==> config.mk <==
export PLATFORM = sky130hd
export DESIGN_NAME = cyc_tally
export DESIGN_NICKNAME = d
export VERILOG_FILES = /design/src/rtl/cyc_tally_pkg.sv /design/src/rtl/cyc_tally_ctrl.sv /design/src/rtl/cyc_tally_core.sv /design/src/rtl/cyc_tally.sv
export SDC_FILE = /design/constraint.sdc
export NUM_CORES = 1
export LEC_CHECK = 0
export BUFFER_PORTS_ARGS = -buffer_cell sky130_fd_sc_hd__buf_2
export CORE_MARGIN = 1
export CORE_UTILIZATION = 55
export DETAILED_ROUTE_END_ITERATION = 10
export PLACE_DENSITY = 0.93
export SETUP_SLACK_MARGIN = 0.5
export SYNTH_ARGS = -nofsm -noshare
export SYNTH_HDL_FRONTEND = slang
export SYNTH_SLANG_ARGS = --single-unit
==> constraint.sdc <==
create_clock -name clk -period 8.3 [get_ports clk]
set_input_delay 0.415 -clock clk [delete_from_list [all_inputs] [get_ports clk]]
set_output_delay 0.415 -clock clk [all_outputs]
set_load 0.05 [all_outputs]
==> src/rtl/cyc_tally_pkg.sv <==
package cyc_tally_pkg;
    typedef enum logic [1:0] {
        RM_HALT  = 2'd0,
        RM_EVERY = 2'd1,
        RM_DIV   = 2'd2
    } run_mode_e;
endpackage

==> src/rtl/cyc_tally_ctrl.sv <==
module cyc_tally_ctrl
    import cyc_tally_pkg::*;
#(
    parameter int DIV_LOG2 = 6
) (
    input  logic clk,
    input  logic rst_n,
    input  logic glob_en,
    input  logic cnt_en,
    input  logic div_sel,
    input  logic wr_en,
    output logic tick
);
    localparam int PH_W = DIV_LOG2;

    run_mode_e          mode;
    logic [PH_W-1:0]    phase_q;

    // Mode decode: both enables gate the count, div_sel picks the rate
    always_comb begin
        unique case ({glob_en & cnt_en, div_sel})
            2'b10:   mode = RM_EVERY;
            2'b11:   mode = RM_DIV;
            default: mode = RM_HALT;
        endcase
    end

    // Prescaler phase register
    always_ff @(posedge clk or negedge rst_n) begin
        if (!rst_n) begin
            phase_q <= '0;
        end else if (wr_en) begin
            phase_q <= '0;
        end else if (mode == RM_DIV) begin
            phase_q <= phase_q + 1'b1;
        end
    end

    // Tick output per mode
    always_comb begin
        unique case (mode)
            RM_HALT:  tick = 1'b0;
            RM_EVERY: tick = 1'b1;
            RM_DIV:   tick = (phase_q == '1);
            default:  tick = 1'b0;
        endcase
    end

    // after a divided tick the phase restarts, so no divided tick follows at once
    p_div_spacing_r4: assert property (@(posedge clk) disable iff (!rst_n)
        (tick && mode == RM_DIV) |=> !(tick && div_sel));

    // halted mode never ticks
    p_halt_quiet_r3: assert property (@(posedge clk) disable iff (!rst_n)
        !(glob_en && cnt_en) |-> !tick);
endmodule

==> src/rtl/cyc_tally_core.sv <==
module cyc_tally_core #(
    parameter int CW = 64,
    parameter int SW = 32
) (
    input  logic          clk,
    input  logic          rst_n,
    input  logic          tick,
    input  logic          long_sel,
    input  logic          wr_en,
    input  logic [CW-1:0] wr_data,
    output logic [CW-1:0] cnt_q,
    output logic          ovf_q
);
    localparam int HW = CW - SW;

    logic [CW-1:0] cnt_nxt;
    logic [CW-1:0] inc_long;
    logic [SW-1:0] inc_short;
    logic          wrap;

    assign inc_long  = cnt_q + 1'b1;
    assign inc_short = cnt_q[SW-1:0] + 1'b1;

    always_comb begin
        cnt_nxt = cnt_q;
        wrap    = 1'b0;
        if (wr_en) begin
            cnt_nxt = long_sel ? wr_data : {{HW{1'b0}}, wr_data[SW-1:0]};
        end else if (tick) begin
            if (long_sel) begin
                cnt_nxt = inc_long;
                wrap    = cnt_q[CW-1] & ~inc_long[CW-1];
            end else begin
                cnt_nxt = {{HW{1'b0}}, inc_short};
                wrap    = cnt_q[SW-1] & ~inc_short[SW-1];
            end
        end
    end

    always_ff @(posedge clk or negedge rst_n) begin
        if (!rst_n) begin
            cnt_q <= '0;
            ovf_q <= 1'b0;
        end else begin
            cnt_q <= cnt_nxt;
            ovf_q <= wrap;
        end
    end

    p_ovf_single_r8: assert property (@(posedge clk) disable iff (!rst_n)
        ovf_q |=> !ovf_q);

    p_write_no_ovf_r8: assert property (@(posedge clk) disable iff (!rst_n)
        wr_en |=> !ovf_q);

    p_ovf_low_zero_r7: assert property (@(posedge clk) disable iff (!rst_n)
        ovf_q |-> (cnt_q[SW-1:0] == '0));

    p_short_upper_r9: assert property (@(posedge clk) disable iff (!rst_n)
        (!long_sel && (wr_en || tick)) |=> (cnt_q[CW-1:SW] == '0));

    p_write_load_r5: assert property (@(posedge clk) disable iff (!rst_n)
        (wr_en && long_sel) |=> (cnt_q == $past(wr_data)));
endmodule

==> src/rtl/cyc_tally.sv <==
module cyc_tally #(
    parameter int CW       = 64,
    parameter int SW       = 32,
    parameter int DIV_LOG2 = 6
) (
    input  logic          clk,
    input  logic          rst_n,
    input  logic          glob_en,
    input  logic          cnt_en,
    input  logic          div_sel,
    input  logic          long_sel,
    input  logic          wr_en,
    input  logic [CW-1:0] wr_data,
    output logic [CW-1:0] count_o,
    output logic [CW-1:0] remain_o,
    output logic          ovf_pulse_o
);
    localparam int HW = CW - SW;

    logic          tick;
    logic [CW-1:0] neg;

    cyc_tally_ctrl #(.DIV_LOG2(DIV_LOG2)) u_ctrl (
        .clk     (clk),
        .rst_n   (rst_n),
        .glob_en (glob_en),
        .cnt_en  (cnt_en),
        .div_sel (div_sel),
        .wr_en   (wr_en),
        .tick    (tick)
    );

    cyc_tally_core #(.CW(CW), .SW(SW)) u_core (
        .clk      (clk),
        .rst_n    (rst_n),
        .tick     (tick),
        .long_sel (long_sel),
        .wr_en    (wr_en),
        .wr_data  (wr_data),
        .cnt_q    (count_o),
        .ovf_q    (ovf_pulse_o)
    );

    assign neg      = '0 - count_o;
    assign remain_o = long_sel ? neg : {{HW{1'b0}}, neg[SW-1:0]};

    p_hold_r3: assert property (@(posedge clk) disable iff (!rst_n)
        (!(glob_en && cnt_en) && !wr_en) |=> $stable(count_o));

    p_every_r2: assert property (@(posedge clk) disable iff (!rst_n)
        (glob_en && cnt_en && !div_sel && !wr_en && long_sel)
        |=> (count_o == $past(count_o) + 1'b1));
endmodule

==> impl_results.md <==
* Status: complete, no violations
* Post-DP HPWL at 13,200 um
* H-tree depth at 3
* First-pass GRT wire length at 29,700 um
* TritonCTS Buffers at 9
* Die area at 11,200 um2
* Rel. slew slack at 21.7%
* Post-place instance area at 6850 um2
* Startpoint Class: flip-flop
* Fin nets at 987
* Ys async rst share at 100%
* Ys flop type: dfrtp_1
* Remaining Overflow, GRT at 0
* Period utilization at 47.7%
* Unrepaired setup endpoints after global routing: false
* Worst-case reg-to-reg path depth at 8
* Largest net degree at the start of global routing at 93
* Class of the most critical setup path: flip-flop to output port
* Crit path largest cell delay at 0.77 ns
* Worst Path Max Fanout at 10
* Distinct cells, synth at 54
* Drt drc at 0
* Max-Cap Viols at 0
* Reg clk slew, reported paths at 0.08 ns
* Ranking of synthesized cells by area: dfrtp_1 30%, xor2_1 6.8%, xnor2_1 6.6%, o21ai_0 5.3%, nand3_1 4.7%
* P&R area growth vs syn at 18.0%
* Placer Congestion at 0.907
* CP required at 7.89 ns
* Share of cells above drive strength 1 at 25.1%
* Slowest CP cell: or4_4
* Routed WL at 18,500 um
* Vias after detailed routing at 6,603
* IO Pins at 200
* Minimum clock period at 3.96 ns
* Area of the mapped netlist at 5950 um2
* Setup TNS at 0 ns
* DRT Pass-1 Iters at 6
* Detail Route Antenna Nets at 0
* Synth Net Count at 849
* Skew-Pair Late Insertion Delay at 0.35 ns
* Slew @ Worst Pin at 1.17 ns
* Iter 0 DRT Violations at 552
* Vias in the first global route at 6,105
* Drt wl/cell at 17.6 um
* Yosys warns at 0
* Vias/cell at 6.29
* FF+latch count, synth at 71
* Max Root-Sink Buffers at 2
* Post-synthesis sequential area ratio at 29.9%
* Port bufs at 199
* CP endpoint kind: output port
* CTS tree: yes
* Starting Density at 57.1%
* PwrDens at 169 nW/um2
* Peak VDD IR at 0.0995 mV
* Buffer count from post-CTS setup fixing at 0
* Final setup violation count at 0
* Share of Yosys cell area claimed by the top area cell type at 29.9%
* Root Driver: clkbuf_8
* Leak at 3.01 nW
* GRT Total Usage at 33.1%
* Worst hold path class: primary input to flip-flop
* WHS Path Cells at 3
* Synth Instances at 773
* Row cnt at 37
* Core ar. at 10,400 um2
* Clk sinks at 71
* Initial antenna violation count at 1
* Final instance area at 7030 um2
* Dominant cell type by area after synthesis: dfrtp_1
* Number of synthesized flops with an enable pin at 0
* Fmax achieved at 253 MHz
* Slew Limit Fails at 0
* Critical Path AT at 3.54 ns
* Chip Width at 106 um
* Final Hold Viols at 0
* Post_cts resized at 0
* Synthesized area per cell at 7.70 um2
* # hold bufs at CTS at 0
* Die Y at 106 um
* Skew final at 0.00994 ns
* Crit-path cells: nor4_1, nand4_1, or4_4, nor4_4, xnor2_1, and2_1, buf_2
## Yosys cell counts, types with 2 or more instances
| master | count |
|---|---|
| mux2i_1 | 13 |
| a211oi_1 | 5 |
| or2_2 | 2 |
| and2_1 | 27 |
| or4_1 | 15 |
| nor3_1 | 32 |
| or4_4 | 2 |
| a31oi_1 | 2 |
| nand3_1 | 56 |
| a22oi_1 | 13 |
| a221o_1 | 3 |
| a21oi_1 | 15 |
| and3_1 | 22 |
| dfrtp_1 | 71 |
| o21ai_0 | 63 |
| or3_1 | 9 |
| nand3b_1 | 6 |
| buf_2 | 4 |
| o211a_1 | 4 |
| nand2b_1 | 4 |
| buf_1 | 2 |
| inv_1 | 8 |
| buf_4 | 2 |
| nor2b_1 | 3 |
| o311ai_0 | 2 |
| a32oi_1 | 2 |
| xnor2_1 | 45 |
| nand2_1 | 71 |
| and4_1 | 11 |
| and3b_1 | 2 |
| xor2_1 | 46 |
| clkbuf_1 | 69 |
| nor4_1 | 23 |
| nor2_1 | 59 |
| ha_1 | 5 |
| nor3_2 | 2 |
| nand4b_1 | 4 |
| buf_6 | 2 |
| a21o_1 | 3 |
| nand4_1 | 27 |
| o21a_1 | 4 |
## metrics by stage
step	hold WS (ns)	worst slack (ns)	total power [W]	std cells	util (%)
6_report	0.270	4.34	0.00119	1050	67.4
3_3_place_gp	0.530	4.92	0.000925	1036	65.8
4_1_cts	0.269	4.41	0.00118	1049	67.4
2_1_floorplan	0.119	4.43	0.000813	773	-
5_1_grt	0.277	4.15	0.00123	1050	67.4
3_5_place_dp	0.552	4.80	0.000933	1036	65.8
## final cells by class
class                           instances  area (um2)
Multi-Input combinational cell        615        3830
Fill cell                             922        3390
Sequential cell                        71        1780
Timing Repair Buffer                  206        1050
Tap cell                              136         170
Clock buffer                           12         165
Inverter                                8        30.0
Clock inverter                          1        5.00
Antenna cell                            1        2.50
## layer usage
layer | vias to the layer above | track usage [%] | wire length (um)
li1 | 3023 | - | -
met1 | 3055 | 43.1 | 7240
met2 | 456 | 53.1 | 8680
met3 | 69 | 6.32 | 1940
met4 | 0 | 15.4 | 645
met5 | - | 0 | 0
## report_power, final
part           switching, W  leakage (nW)  internal (W)  total [W]
Combinational      0.000347          2.02      0.000124   0.000471
Clock              0.000127        0.0902      0.000128   0.000254
Sequential        0.0000846         0.897      0.000377   0.000461
Total              0.000558          3.01      0.000628    0.00119
## registers in the layout, summed over array words and instances (netlist names)
name	flops
u_core.ovf_q	1
u_core.cnt_q	64
u_ctrl.phase_q	6
## path summary, 6_finish.rpt
| check | startpoint | endpoint | slack (ns) |
|---|---|---|---|
| max | u_core.cnt_q[5] | remain_o[49] | 4.34 |
| min | wr_data[16] | u_core.cnt_q[16] | 0.27 |
| max reg2reg | u_core.cnt_q[21] | u_core.cnt_q[63] | 5.21 |
| min reg2reg | u_ctrl.phase_q[5] | u_ctrl.phase_q[5] | 0.56 |
| max in group asynchronous | rst_n | u_core.cnt_q[24] | 7.41 |
| min in group asynchronous | rst_n | u_core.cnt_q[7] | 0.29 |
## worst max-delay path, delay by kind of cell, from the launching register on
family / cells / cell delay (ns)
XOR/XNOR: 1 / 0.14
AND/OR/NAND/NOR: 5 / 2.29
flip-flops: 1 / 0.50
buffers and inverters: 1 / 0.27
## cells by family after synthesis
family	after synthesis	share of synthesized area [%]
simple gates	382	34.8
flops	71	29.9
xor+xnor	91	13.4
buf+inv	87	5.95
fa+ha+maj	5	1.05
compound gates	123	12.6
mux	14	2.38
## cells in the final DEF (no fill, tap or decap), types with 22 or more instances in the layout
cell type / n
and2_1: 27
and3_1: 22
buf_2: 199
dfrtp_1: 71
nand2_1: 71
nand3_1: 56
nand4_1: 27
nor2_1: 59
nor3_1: 32
nor4_1: 22
o21ai_0: 63
xnor2_1: 45
xor2_1: 46
No activity file was read; power rests on OpenSTA's default activity.
